<file path="src/rtl/seq_pkg.sv">
package seq_pkg;

    localparam int STATE_W = 4;
    localparam int CLASS_W = 2;
    localparam int MODE_W  = 2;

    typedef enum logic [STATE_W-1:0] {
        ST_FETCH   = 4'd0,
        ST_DECODE  = 4'd1,
        ST_ALU     = 4'd2,
        ST_TARGET  = 4'd3,
        ST_MADDR   = 4'd4,
        ST_RDMEM   = 4'd5,
        ST_WRMEM   = 4'd6,
        ST_INDIR   = 4'd7,
        ST_UPDRF   = 4'd8,
        ST_UPDPC   = 4'd9,
        ST_INVALID = 4'd15
    } seq_state_e;

    typedef struct packed {
        seq_state_e state;
    } seq_regs_t;

endpackage

</file>
<file path="src/rtl/seq_branch_sel.sv">
module seq_branch_sel
    import seq_pkg::*;
(
    input  logic [CLASS_W-1:0] instr_class,
    input  logic               save_pc,
    input  logic [MODE_W-1:0]  mem_mode,
    input  logic               load_flag,
    output seq_state_e         after_decode,
    output seq_state_e         after_target,
    output seq_state_e         after_maddr,
    output seq_state_e         after_indir
);

    always_comb begin
        case (instr_class)
            2'd0:    after_decode = ST_ALU;
            2'd1:    after_decode = ST_TARGET;
            2'd2:    after_decode = ST_MADDR;
            default: after_decode = ST_INVALID;
        endcase
    end

    always_comb begin
        after_target = save_pc ? ST_UPDRF : ST_UPDPC;
    end

    always_comb begin
        case (mem_mode)
            2'd0:    after_maddr = ST_RDMEM;
            2'd1:    after_maddr = ST_WRMEM;
            2'd2:    after_maddr = ST_INDIR;
            default: after_maddr = ST_UPDRF;
        endcase
    end

    always_comb begin
        after_indir = load_flag ? ST_RDMEM : ST_WRMEM;
    end

endmodule

</file>
<file path="src/rtl/seq_wait_detect.sv">
module seq_wait_detect
    import seq_pkg::*;
(
    input  seq_state_e state,
    output logic       mem_wait
);

    always_comb begin
        case (state)
            ST_FETCH, ST_RDMEM, ST_WRMEM, ST_INDIR: mem_wait = 1'b1;
            default:                                mem_wait = 1'b0;
        endcase
    end

endmodule

</file>
<file path="src/rtl/ctrl_sequencer.sv">
module ctrl_sequencer
    import seq_pkg::*;
(
    input  logic               clk,
    input  logic               rst,
    input  logic               mem_done,
    input  logic [CLASS_W-1:0] instr_class,
    input  logic               save_pc,
    input  logic [MODE_W-1:0]  mem_mode,
    input  logic               load_flag,
    output logic [STATE_W-1:0] state_o
);

    seq_regs_t  r_d, r_q;
    seq_state_e after_decode, after_target, after_maddr, after_indir;
    logic       mem_wait;

    seq_branch_sel u_branch (
        .instr_class (instr_class),
        .save_pc     (save_pc),
        .mem_mode    (mem_mode),
        .load_flag   (load_flag),
        .after_decode(after_decode),
        .after_target(after_target),
        .after_maddr (after_maddr),
        .after_indir (after_indir)
    );

    seq_wait_detect u_wait (
        .state   (r_q.state),
        .mem_wait(mem_wait)
    );

    always_comb begin
        r_d = r_q;
        if (mem_wait && !mem_done) begin
            r_d.state = r_q.state;
        end else begin
            case (r_q.state)
                ST_FETCH:  r_d.state = ST_DECODE;
                ST_DECODE: r_d.state = after_decode;
                ST_ALU:    r_d.state = ST_UPDRF;
                ST_TARGET: r_d.state = after_target;
                ST_MADDR:  r_d.state = after_maddr;
                ST_RDMEM:  r_d.state = ST_UPDRF;
                ST_WRMEM:  r_d.state = ST_UPDPC;
                ST_INDIR:  r_d.state = after_indir;
                ST_UPDRF:  r_d.state = ST_UPDPC;
                ST_UPDPC:  r_d.state = ST_FETCH;
                default:   r_d.state = ST_FETCH;
            endcase
        end
    end

    always_ff @(posedge clk) begin
        if (rst) begin
            r_q.state <= ST_FETCH;
        end else begin
            r_q <= r_d;
        end
    end

    assign state_o = r_q.state;

    p_reset_fetch_r1: assert property (@(posedge clk)
        rst |=> (state_o == ST_FETCH));

    p_mem_hold_r2: assert property (@(posedge clk) disable iff (rst)
        (state_o inside {ST_FETCH, ST_RDMEM, ST_WRMEM, ST_INDIR} && !mem_done)
        |=> $stable(state_o));

    p_fetch_done_r3: assert property (@(posedge clk) disable iff (rst)
        (state_o == ST_FETCH && mem_done) |=> (state_o == ST_DECODE));

    p_decode_succ_r4: assert property (@(posedge clk) disable iff (rst)
        (state_o == ST_DECODE)
        |=> (state_o inside {ST_ALU, ST_TARGET, ST_MADDR, ST_INVALID}));

    p_target_succ_r5: assert property (@(posedge clk) disable iff (rst)
        (state_o == ST_TARGET) |=> (state_o inside {ST_UPDRF, ST_UPDPC}));

    p_maddr_indir_r6: assert property (@(posedge clk) disable iff (rst)
        (state_o == ST_MADDR && mem_mode == 2'd2) |=> (state_o == ST_INDIR));

    p_indir_succ_r7: assert property (@(posedge clk) disable iff (rst)
        (state_o == ST_INDIR && mem_done) |=> (state_o inside {ST_RDMEM, ST_WRMEM}));

    p_updpc_fetch_r8: assert property (@(posedge clk) disable iff (rst)
        (state_o == ST_UPDPC) |=> (state_o == ST_FETCH));

    p_invalid_exit_r9: assert property (@(posedge clk) disable iff (rst)
        (state_o == ST_INVALID) |=> (state_o == ST_FETCH));

endmodule

</file>
<file path="config.mk">
export PLATFORM = sky130hd
export DESIGN_NAME = ctrl_sequencer
export DESIGN_NICKNAME = d
export VERILOG_FILES = /design/src/rtl/seq_pkg.sv /design/src/rtl/seq_branch_sel.sv /design/src/rtl/seq_wait_detect.sv /design/src/rtl/ctrl_sequencer.sv
export SDC_FILE = /design/constraint.sdc
export NUM_CORES = 1
export LEC_CHECK = 0
export BUFFER_PORTS_ARGS = -buffer_cell sky130_fd_sc_hd__buf_4
export CAP_MARGIN = 10
export CORE_AREA = 4 4 41 43
export CTS_CLUSTER_DIAMETER = 50
export DETAILED_ROUTE_END_ITERATION = 6
export DIE_AREA = 0 0 45 47
export GPL_TIMING_DRIVEN = 0
export HOLD_SLACK_MARGIN = 0.05
export PLACE_DENSITY = 0.63
export SYNTH_ARGS = -nofsm -noshare
export SYNTH_HDL_FRONTEND = slang
export SYNTH_SLANG_ARGS = --single-unit
</file>
<file path="constraint.sdc">
create_clock -name clk -period 1.85 [get_ports clk]
set_input_delay 0.2775 -clock clk [delete_from_list [all_inputs] [get_ports clk]]
set_output_delay 0.2775 -clock clk [all_outputs]
set_load 0.1 [all_outputs]
</file>
# == Word-level counts from Yosys, hierarchy flattened ==
# Index checks and enable logic that the tools add are counted.
# classes
n_eq_ne,12
n_mux,6
reduce_logical,8
# op_table
cell,count
one-hot mux 4 bit (7 select lines),1
one-hot mux 4 bit (3 select lines),2
"== test 4 x 3 -> 1 bit, second input constant",4
"== test 4 x 2 -> 1 bit, second input constant",2
"== test 2 x 1 -> 1 bit, second input constant",2
"== test 2 bit, second input constant",2
"== test 4 x 1 -> 1 bit, second input constant",1
"== test 4 bit, second input constant",1
logical NOT 2 bit,2
logical NOT 4 bit,1
OR reduction 2 bit,2
OR reduction 4 bit,1
2-to-1 mux 1 bit,2
2-to-1 mux 2 bit,1
logical AND 1 bit,1
logical NOT 1 bit,1
# totals
reg_bits,4
out_inout_bits,4
wordCells,27

# == Longest topological paths before layout ==
# Gate-level depths: netlist of run 1.
# depth
ltp_word,4
ltp_mapped,6
ltp_nobuf,6

# == By module ==
# A second synthesis of run 1 with hierarchy kept.
# unflattened
cells_unflattened,66
area_unflattened_um2,498.0
# modules_own_cells
module,instances,cells_per_inst,area_per_inst_um2
ctrl_sequencer,1,42,342.8
seq_branch_sel,1,21,138.9
seq_wait_detect,1,3,16.3

# == Least setup slack after synthesis of run 1 ==
# Ideal clock, no wire load.
# synth_timing
path_kind,register -> register
startpoint,"register, netlist name state_o[0]"
endpoint,"register, netlist name state_o[3]"
setup_ps,70
arrival_time_ps,1921
t_required_ps,1780
path_slack_ps,-141
stages_incl_launch_ff,6
period_less_slack_ps,1991
cell_sequence,dfxtp_1 buf_2 nor2_2 xor2_1 o32ai_1 a21boi_1
# synth_via
elab_chain_cells,4
word_cells_on_any_way,15
cone_classes,8 x eq/ne; 2 x mux; 5 x reduce/logical
# synth_lines
item,line_no,source
== test 4 x 3 -> 1 bit / logical NOT 4 bit (equally long branches),"seq_wait_detect.sv:9, ctrl_sequencer.sv:39",
OR reduction 4 bit,seq_wait_detect.sv:9,case (state)
2-to-1 mux 1 bit,seq_wait_detect.sv:9,
logical AND 1 bit,ctrl_sequencer.sv:36,if (mem_wait && !mem_done) begin
# Parallel ways exist; a longest one is shown, timed or not.
# A chain may end at the register's enable or synchronous reset.

# == Final worst setup path of run 1 ==
# layout_timing
startpoint,"register, netlist name state_o[0]"
endpoint,"register, netlist name state_o[3]"
# layout_via
elab_chain_cells,4
word_cells_on_any_way,15
cone_classes,8 x eq/ne; 2 x mux; 5 x reduce/logical
# layout_lines
item,line_no
== test 4 x 3 -> 1 bit / logical NOT 4 bit (equally long branches),"seq_wait_detect.sv:9, ctrl_sequencer.sv:39"
OR reduction 4 bit,seq_wait_detect.sv:9
2-to-1 mux 1 bit,seq_wait_detect.sv:9
logical AND 1 bit,ctrl_sequencer.sv:36
# Parallel ways exist; a longest one is shown, timed or not.

==> results of run 1 <==
[layer usage]
| layer | GRT usage (%) | up-vias | wire length (um) |
|---|---|---|---|
| met1 | 10.00 | 208 | 397 |
| li1 | - | 232 | - |
| met3 | 5.747 | 0 | 41 |
| met4 | 0 | 0 | 0 |
| met5 | 0 | - | 0 |
| met2 | 19.49 | 10 | 496 |
[cell usage in the layout, fill, tap and decap left out, types with 3 or more instances in the layout]
master / n
ha_1: 3
clkbuf_4: 3
nor2_1: 5
nand2_1: 6
buf_4: 12
a2bb2oi_1: 3
a21oi_1: 4
inv_1: 4
buf_2: 4
dfxtp_2: 3
[where the power goes]
| group | switching, mW | total (mW) | internal, mW | leakage (nW) |
|---|---|---|---|---|
| Combinational | 0.437 | 0.647 | 0.210 | 0.203 |
| Clock | 0.0315 | 0.104 | 0.0722 | 0.0138 |
| Sequential | 0.0281 | 0.152 | 0.124 | 0.0339 |
[through the flow]
| stage | hold WS, ns | cell area (sq um) | power [mW] | setup slack [ns] |
|---|---|---|---|---|
| detailed placement | 0.4539 | 526.8 | 0.8045 | 0.5152 |
| floorplan | 0.3348 | 417.9 | 0.6784 | 0.03354 |
| global placement | 0.4507 | 526.8 | 0.8045 | 0.5012 |
| global route | 0.1998 | 549.3 | 0.9741 | 0.4102 |
| finish | 0.2109 | 549.3 | 0.9020 | 0.5118 |
| CTS | 0.2053 | 549.3 | 0.9136 | 0.5088 |
[cell families after synthesis]
family,share of synthesized area [%]
adder cells (fa/ha/maj),9.064
multiplexers,4.834
buffers and inverters,9.364
AND/OR/NAND/NOR,21.15
XOR/XNOR,2.115
AO/OA/AOI/OAI,34.14
flip-flops,19.34
[how the worst max path moves through the flow]
stage                          start          to  slack [ns]
after floorplan           state_o[3]  state_o[3]        0.03
after global placement    state_o[0]  state_o[3]        0.50
after detailed placement  state_o[0]  state_o[3]        0.52
after CTS                 state_o[0]  state_o[3]        0.51
after global routing      state_o[0]  state_o[3]        0.41
final                     state_o[0]  state_o[3]        0.51
[critical path, delay by kind of cell, from the launching register on]
kind | cells | cell delay [ns]
flops | 1 | 0.31
compound gates | 2 | 0.47
xor+xnor | 1 | 0.10
buf+inv | 1 | 0.17
simple gates | 1 | 0.23
[area by class of cell]
cell class / count / area (sq um)
Fill cell: 138 / 752.0
Multi-Input combinational cell: 43 / 295.3
Timing Repair Buffer: 12 / 90.09
Sequential cell: 4 / 83.83
Clock buffer: 3 / 22.52
Buffer: 4 / 20.02
Inverter: 5 / 18.77
Tap cell: 15 / 18.77
==> key figures, run 1 <==
Logic synthesis
  – Post-synth EDFFs: 0
  – Distinct cells, synth: 27
  – Leading area contributor after synthesis: dfxtp_1
  – FFs w/ async S/R, synth: 0%
  – Synth Instances: 56
  – Top_reg_cell synth: dfxtp_1
  – YS warnings: 0
  – Synth top area share: 19.34%
  – Sequential area share after synthesis: between 10% and 20%
  – Avg Cell Area, Syn: around 7.4 sq um
  – Seq cells post-synth: 4
  – Most common cell in the synthesized netlist: nand2_1
  – Post-Syn Nets: 68
  – Top post-synthesis cells by count: nand2_1 (6), nor2_1 (5)
  – Synth top area cells: dfxtp_1 (19%), ha_1 (9.1%), a2bb2oi_1 (6.3%), nand2_1 (5.4%), a21oi_1 (4.8%)
  – Post-synthesis cell area: between 400 and 500 sq um

Hold path
  – Hold path depth: 2
  – Hold Path End: state_o[0]
  – HP Class: in -> reg
  – Hold Crit Start: rst

STA
  – RSZ-0062 raised after global routing: no
  – Setup-failing EPs final: 0
  – Post-layout minimum cycle time: 1.338 ns
  – Hold Vio Cnt, Final: 0
  – Period utilization: between 70% and 80%
  – Fmax: 0.7472 GHz
  – Final Skew: between 0.006 and 0.007 ns
  – Rel. slew slack: about four fifths
  – Slew at the pin closest to its max-slew limit: about 0.27 ns
  – Final Max Slew Viols: 0
  – Setup TNS: 0 ns

Cells and area
  – Nets: 85
  – Max reg flops: 4
  – Final Util: 42.21%
  – Area Overhead vs Synth: 32.63%
  – Final instance count without filler cells: between 80 and 90
  – ANT cells: 0
  – Layout cell share with drive strength beyond 1: a little over a third

Critical path
  – R2R depth: 5
  – CP max FO: 9
  – CP required: between 2 and 2.5 ns
  – Reg-to-Reg End: state_o[3]
  – Critical path's largest stage delay: between 0.3 and 0.4 ns
  – Max stage delay cell, worst path: dfxtp_2
  – Crit path capture type: flip-flop
  – WS Path Type: reg -> reg
  – RR Startpoint: state_o[0]
  – Crit path cell chain: buf_2, nor2_2, xor2_1, o32ai_1, a21boi_1
  – CP arrival: about 1.5 ns
  – Startpoint types: flip-flop
  – Reg2Reg Setup Slack: 0.51 ns

GRT
  – Largest net degree at the start of global routing: 11
  – First-pass GRT wire length: between 1500 and 2000 um
  – Vias in the first global route: between 400 and 500
  – Global-route usage over all layers: between 10% and 20%
  – Antenna violations before repair: 0
  – Grt ovf: 0

Routing
  – Pre-Repair DR Iteration Count: 4
  – Drt via density: 5.233
  – Post-route ant nets: 0
  – Wire per inst: around 11 um
  – DRT Wirelength: 935 um
  – Via Count: 450
  – Initial DRC count: 6
  – DRC Markers: 0

Floorplan
  – Die height: about 47 um
  – I/O Pins: 13
  – Initial Utilization: 31.83%
  – Site row count: 13
  – Die Footprint: around 2100 sq um
  – Core area: between 1000 and 1500 sq um
  – Die Wd: between 40 and 50 um

Placed design
  – Routability congestion estimate from global placement: around 0.79
  – Placed Cells: 83
  – Post-DP HPWL: between 700 and 800 um
  – PortBufs: 12

CTS
  – Post-CTS Hold Buffers: 0
  – Root Buffer: clkbuf_4
  – Worst-Skew Late Latency: roughly 0.23 ns
  – Number of CTS-inserted buffers: 3
  – Clock sinks: 4
  – Htree depth: 1
  – Buffer depth of the longest clock path: 2
  – Post-CTS Setup Bufs: 0
  – Worst-path clk slew: 0.04 ns
  – CTS resizes: 0
  – CTS tree: built

Run
  – Max cap viols: 0

Power and ir drop
  – Worst VDD drop: a little over 1 mV
  – Leak: 0.2507 nW
  – Pwr Density: 1642 nW/um^2

Run status
  – Outcome: finished, final reports clean
Power figures use the tool's default switching activity.
==> run 2: changes to the inputs <==
--- a/config.mk
+++ b/config.mk
@@ -5,6 +5,7 @@
 export SDC_FILE = /design/constraint.sdc
 export NUM_CORES = 1
 export LEC_CHECK = 0
+export ABC_AREA = 1
 export BUFFER_PORTS_ARGS = -buffer_cell sky130_fd_sc_hd__buf_4
 export CAP_MARGIN = 10
 export CORE_AREA = 4 4 41 43
==> constraint.sdc (replaced) <==
create_clock -name clk -period 1.36 [get_ports clk]
set_input_delay 0.204 -clock clk [delete_from_list [all_inputs] [get_ports clk]]
set_output_delay 0.204 -clock clk [all_outputs]
set_load 0.1 [all_outputs]
==> key figures, run 2 <==
Routing
  – DR WL met2: 455 um
  – Drt via density: around 4.5
  – Metal-1 WL: about 430 um
  – DRC Markers: 0
  – Pre-Repair DR Iteration Count: 4
  – Top sig layer: met4
  – Wire per inst: about 9.6 um
  – Via Count: 444
  – Initial DRC count: 12
  – DRT Wirelength: approximately 940 um
  – Post-route ant nets: 0
  – DR WL met3: 46 um

Cells and area
  – Area Overhead vs Synth: 35.98%
  – ANT cells: 0
  – Commonest non-fill, non-tap cells in the layout: nand2_1 (17), buf_4 (12), inv_1 (11)
  – # fillers: 157
  – Post-route cell area: 558.0 sq um
  – Most common cell after layout, fill and taps aside: nand2_1
  – Nets: 96
  – Layout cell share with drive strength beyond 1: 34.94%
  – Max reg flops: 4

Logic synthesis
  – Post-synth EDFFs: 0
  – Most common cell in the synthesized netlist: nand2_1
  – YS warnings: 0
  – Distinct cells, synth: 17
  – Avg Cell Area, Syn: ~6.1 sq um
  – Synth top area share: roughly a fifth
  – Leading area contributor after synthesis: dfxtp_1
  – Top post-synthesis cells by count: nand2_1 (17), inv_1 (11), nor2_1 (7)
  – Post-Syn Nets: just under 80
  – Synth Instances: 67
  – Post-synthesis cell area: ~410 sq um
  – Top_reg_cell synth: dfxtp_1
  – Synth top area cells: dfxtp_1 (20%), nand2_1 (16%), inv_1 (10%), ha_1 (9.1%), nor2_1 (6.4%)
  – Sequential area share after synthesis: 19.51%
  – FFs w/ async S/R, synth: 0%
  – Seq cells post-synth: 4

Critical path
  – CP arrival: ~1.3 ns
  – CP max FO: 7
  – Worst setup path start: state_o[0]
  – WS Path Type: reg -> reg
  – Crit path capture type: flip-flop
  – CP required: 1.48 ns
  – Startpoint types: flip-flop
  – RR Startpoint: state_o[0]

Floorplan
  – Site row count: 13
  – I/O Pins: 13
  – Core area: approximately 1300 sq um
  – Die Footprint: around 2100 sq um
  – Die height: ~47 um
  – Die Wd: approximately 45 um
  – Initial Utilization: about a third

GRT
  – Global-route usage over all layers: 10.58%
  – First-pass GRT wire length: between 1500 and 2000 um
  – Vias in the first global route: 372
  – Largest net degree at the start of global routing: 8
  – Antenna violations before repair: 0
  – Grt ovf: 0

STA
  – Final Max Slew Viols: 0
  – Fmax: 0.8316 GHz
  – Setup-failing EPs final: 0
  – Post-layout minimum cycle time: around 1.2 ns
  – Slew at the pin closest to its max-slew limit: about 0.28 ns
  – Hold Vio Cnt, Final: 0
  – Final Skew: ~0.0028 ns
  – Setup TNS: 0 ns
  – Hold WS: 0.1329 ns
  – RSZ-0062 raised after global routing: no
  – Rel. slew slack: around four fifths
  – Period utilization: between 80% and 90%
  – PnR worst setup slack: 0.1575 ns

Power and ir drop
  – Clock share of power: between 10% and 20%
  – Switching pwr: 0.6527 mW
  – Cell-internal power: around 0.5 mW
  – Worst VDD drop: 1.151 mV
  – Pwr Density: 2052 nW/um^2
  – Leak: ~0.27 nW
  – Switching share of total power: a little under three fifths
  – Total power draw: between 1 and 1.5 mW
  – Sequential share of power: roughly 21%
  – Logic gate share of total power: around 65%

Hold path
  – HP Class: in -> reg
  – Hold Crit Start: rst

Placed design
  – Placed Area: 531.8 sq um
  – Routability congestion estimate from global placement: 0.8056
  – PortBufs: 12
  – Post-place setup slack: ~0.17 ns
  – Post-DP HPWL: ~750 um

Run
  – Max cap viols: 0

CTS
  – Post-CTS Hold Buffers: 0
  – Buffer depth of the longest clock path: 2
  – CTS tree: built
  – Clock sinks: 4
  – Worst-path clk slew: about 0.04 ns
  – Worst-Skew Late Latency: between 0.2 and 0.25 ns
  – Number of CTS-inserted buffers: 3
  – Root Buffer: clkbuf_4
  – Post-CTS Setup Bufs: 0
  – Htree depth: 1
  – CTS resizes: 0

Run status
  – Outcome: finished, final reports clean
## run 2: final cells by class
class	instances	area, sq um	share of cell area [%]
Clock buffer	4	26.28	4.709
Inverter	13	48.80	8.744
Multi-Input combinational cell	50	281.5	50.45
Sequential cell	4	92.59	16.59
Tap cell	15	18.77	3.363
Timing Repair Buffer	12	90.09	16.14
## run 2: per-layer routing
| metal | track usage, % | up-vias |
|---|---|---|
| li1 | - | 245 |
| met5 | 0 | - |
| met2 | 15.82 | 12 |
| met3 | 3.448 | 2 |
| met4 | 10.53 | 0 |
| met1 | 11.56 | 185 |
## run 2: final timing paths
check | end | slack [ns] | cells after the start
hold reg to reg | state_o[2] | 0.50 | 2
hold / removal | state_o[0] | 0.13 | 2
setup / recovery | state_o[3] | 0.16 | 6
setup reg to reg | state_o[3] | 0.16 | 6
## run 2: cell families after synthesis
| kind of cell | after synthesis | synth area share [%] |
|---|---|---|
| AO/OA/AOI/OAI | 9 | 15.85 |
| adder cells (fa/ha/maj) | 3 | 9.147 |
| buffers and inverters | 13 | 11.89 |
| flip-flops | 4 | 19.51 |
| AND/OR/NAND/NOR | 38 | 43.60 |
## run 2: power groups by stage
stage	Clock (mW)	Combinational, mW	Sequential [mW]
2_1_floorplan	0	0.348	0.485
3_3_place_gp	0	0.744	0.238
3_5_place_dp	0	0.744	0.239
4_1_cts	0.175	0.746	0.237
5_1_grt	0.185	0.809	0.247
6_report	0.165	0.743	0.237
## run 2: critical path: stages (launching register included)
cell	delay [ns]
dfxtp_4	0.36
nor2_2	0.21
nand2_2	0.11
a21oi_4	0.20
inv_2	0.07
nand3b_1	0.08
a21oi_1	0.05
## run 2: through the flow
| step | instances | util [%] |
|---|---|---|
| 3_3_place_gp | 94 | 40.87 |
| 2_1_floorplan | 67 | - |
| 5_1_grt | 98 | 42.88 |
| 6_report | 98 | 42.88 |
| 4_1_cts | 98 | 42.88 |
| 3_5_place_dp | 94 | 40.87 |
==> run 3: changes to the inputs <==
--- a/config.mk
+++ b/config.mk
@@ -8,13 +8,14 @@
 export ABC_AREA = 1
 export BUFFER_PORTS_ARGS = -buffer_cell sky130_fd_sc_hd__buf_4
 export CAP_MARGIN = 10
-export CORE_AREA = 4 4 41 43
+export CORE_MARGIN = 4
+export CORE_UTILIZATION = 40
 export CTS_CLUSTER_DIAMETER = 50
 export DETAILED_ROUTE_END_ITERATION = 6
-export DIE_AREA = 0 0 45 47
 export GPL_TIMING_DRIVEN = 0
 export HOLD_SLACK_MARGIN = 0.05
-export PLACE_DENSITY = 0.63
+export PLACE_DENSITY = 0.73
 export SYNTH_ARGS = -nofsm -noshare
 export SYNTH_HDL_FRONTEND = slang
+export SYNTH_HIERARCHICAL = 1
 export SYNTH_SLANG_ARGS = --single-unit
==> key figures, run 3 <==
Critical path
  – Critical path's largest stage delay: 0.36 ns
  – CP required: between 1 and 1.5 ns
  – RR Startpoint: state_o[0]
  – Max stage delay cell, worst path: dfxtp_4
  – WS Path Type: reg -> reg
  – Crit path capture type: flip-flop
  – CP arrival: ~1.3 ns
  – Startpoint types: flip-flop
  – CP top delay family: simple AND/OR/NAND/NOR gates
  – Reg-to-Reg End: state_o[2]
  – CP max FO: 8
  – Reg2Reg Setup Slack: approximately 0.17 ns
  – Crit path cell chain: nor2_2, nor2_1, nor2_1, inv_1, nor2_2, inv_1, nand2_1, a21oi_1
  – Buf+Inv Stages, Crit Path: 2
  – R2R depth: 8

Logic synthesis
  – Leading area contributor after synthesis: nand2_1
  – Post-synth EDFFs: 0
  – Top_reg_cell synth: dfxtp_1
  – YS warnings: 6
  – Distinct cells, synth: 16
  – Post-synthesis cell area: approximately 530 sq um
  – Synth top area cells: nand2_1 (23%), dfxtp_1 (15%), inv_1 (13%), nor2_1 (9.9%), buf_4 (8.5%)
  – Top post-synthesis cells by count: nand2_1 (33), inv_1 (18), nor2_1 (14)
  – Sequential area share after synthesis: between 10% and 20%
  – Synth Instances: about 100
  – Avg Cell Area, Syn: 5.226 sq um
  – FFs w/ async S/R, synth: 0%
  – Synth top area share: between 20 and 25%
  – Most common cell in the synthesized netlist: nand2_1
  – Seq cells post-synth: 4

Hold path
  – HP Class: in -> reg
  – Hold path depth: 2
  – Hold Crit Start: rst
  – Hold Path End: state_o[3]

GRT
  – Gr busiest metal: met2
  – Largest net degree at the start of global routing: 10
  – First-pass GRT wire length: 2090 um
  – Global-route usage over all layers: 13.73%
  – M1 GR Usage: roughly 18%
  – Antenna violations before repair: 0
  – Grt ovf: 0
  – Global routing usage on met2: about a fifth
  – Vias in the first global route: around 550
  – M3 GR Usage: 5.691%

Routing
  – Wire per inst: between 7 and 8 um
  – Pre-Repair DR Iteration Count: 4
  – Via Count: slightly below 600
  – DRC Markers: 0
  – Drt via density: about 4.3
  – Post-route ant nets: 0
  – DRT Wirelength: 1044 um
  – Initial DRC count: 5

Placed design
  – Routability congestion estimate from global placement: 0.8064
  – Post-DP HPWL: around 900 um
  – Placed Area: roughly 670 sq um
  – PortBufs: 12
  – Post-place setup slack: 0.1719 ns
  – Placed Cells: approximately 130

Floorplan
  – Die height: 44.51 um
  – I/O Pins: 13
  – Initial Utilization: between 40% and 50%
  – Site row count: 12
  – Die Footprint: 1981 sq um
  – Core area: about 1200 sq um
  – Die Wd: ~45 um

Cells and area
  – ANT cells: 0
  – # fillers: 135
  – Most common cell after layout, fill and taps aside: nand2_1
  – Final Util: around three fifths
  – Nets: about 130
  – Post-route cell area: slightly below 700 sq um
  – Max reg flops: 4
  – Area Overhead vs Synth: 29.81%
  – Final instance count without filler cells: between 100 and 150
  – Commonest non-fill, non-tap cells in the layout: nand2_1 (33), inv_1 (18), buf_4 (18)
  – Layout cell share with drive strength beyond 1: about a quarter

STA
  – Period utilization: between 80 and 90%
  – Final Skew: 0.006523 ns
  – Final Max Slew Viols: 0
  – Setup-failing EPs final: 0
  – PnR worst setup slack: around 0.17 ns
  – Fmax: approximately 0.84 GHz
  – Setup TNS: 0 ns
  – Hold WS: 0.1324 ns
  – RSZ-0062 raised after global routing: no
  – Post-layout minimum cycle time: around 1.2 ns
  – Hold Vio Cnt, Final: 0

Run status
  – Outcome: finished, final reports clean

Power and ir drop
  – Worst VDD drop: 0.8719 mV
  – Leak: roughly 0.4 nW
  – Pwr Density: about 2000 nW/um^2
  – Total power draw: approximately 1.4 mW

CTS
  – Worst-Skew Late Latency: between 0.2 and 0.25 ns
  – Post-CTS Setup Bufs: 0
  – CTS resizes: 0
  – Post-CTS Hold Buffers: 0
  – Buffer depth of the longest clock path: 2
  – Root Buffer: clkbuf_4
  – Htree depth: 1
  – Clock sinks: 4
  – CTS tree: built
  – Number of CTS-inserted buffers: 3
  – Worst-path clk slew: 0.04 ns

Run
  – Max cap viols: 0
-- run 3: logic make-up after synthesis --
| group | Yosys count | share of synthesized area (%) |
|---|---|---|
| AOI/OAI and AO/OA | 6 | 5.634 |
| adders and majority gates | 3 | 7.043 |
| buffers and inverters | 26 | 22.53 |
| DFF | 4 | 15.02 |
| other | 2 | 1.409 |
| and+or+nand+nor | 61 | 48.36 |
-- run 3: power by group --
part,internal [mW],switching (mW),leakage (nW),total [mW]
combinational,0.266,0.676,0.350,0.941
clock,0.0988,0.0497,0.0138,0.148
sequential,0.192,0.0996,0.0356,0.292
total,0.556,0.825,0.399,1.38
-- run 3: final cells by class --
cell class	instances	area (sq um)	share of cell area, %
plain buffers	8	52.55	7.595
clock buffers	3	22.52	3.255
inverters	18	67.56	9.765
multi-input cells	75	346.6	50.09
flip-flops and latches	4	95.09	13.74
well taps	14	17.52	2.532
repair buffers	12	90.09	13.02
-- run 3: worst register-to-register path, stage by stage, from the launching register on --
cell,delay (ns)
dfxtp_4,0.36
nor2_2,0.12
nor2_1,0.05
nor2_1,0.09
inv_1,0.05
nor2_2,0.16
inv_1,0.11
nand2_1,0.08
a21oi_1,0.06
-- run 3: worst max-delay path by stage --
stage	slack, ns	start	cells past startpoint	end
detailed placement	0.17	state_o[0]	8	state_o[2]
global route	0.02	state_o[0]	8	state_o[2]
global placement	0.19	state_o[0]	8	state_o[2]
finish	0.17	state_o[0]	8	state_o[2]
floorplan	0.06	state_o[0]	9	state_o[1]
CTS	0.16	state_o[0]	8	state_o[2]
-- run 3: layer usage --
| layer | up-vias | wire length [um] |
|---|---|---|
| met5 | - | 0 |
| met2 | 12 | 452 |
| met4 | 0 | 13 |
| met3 | 2 | 62 |
| met1 | 233 | 515 |
| li1 | 333 | - |
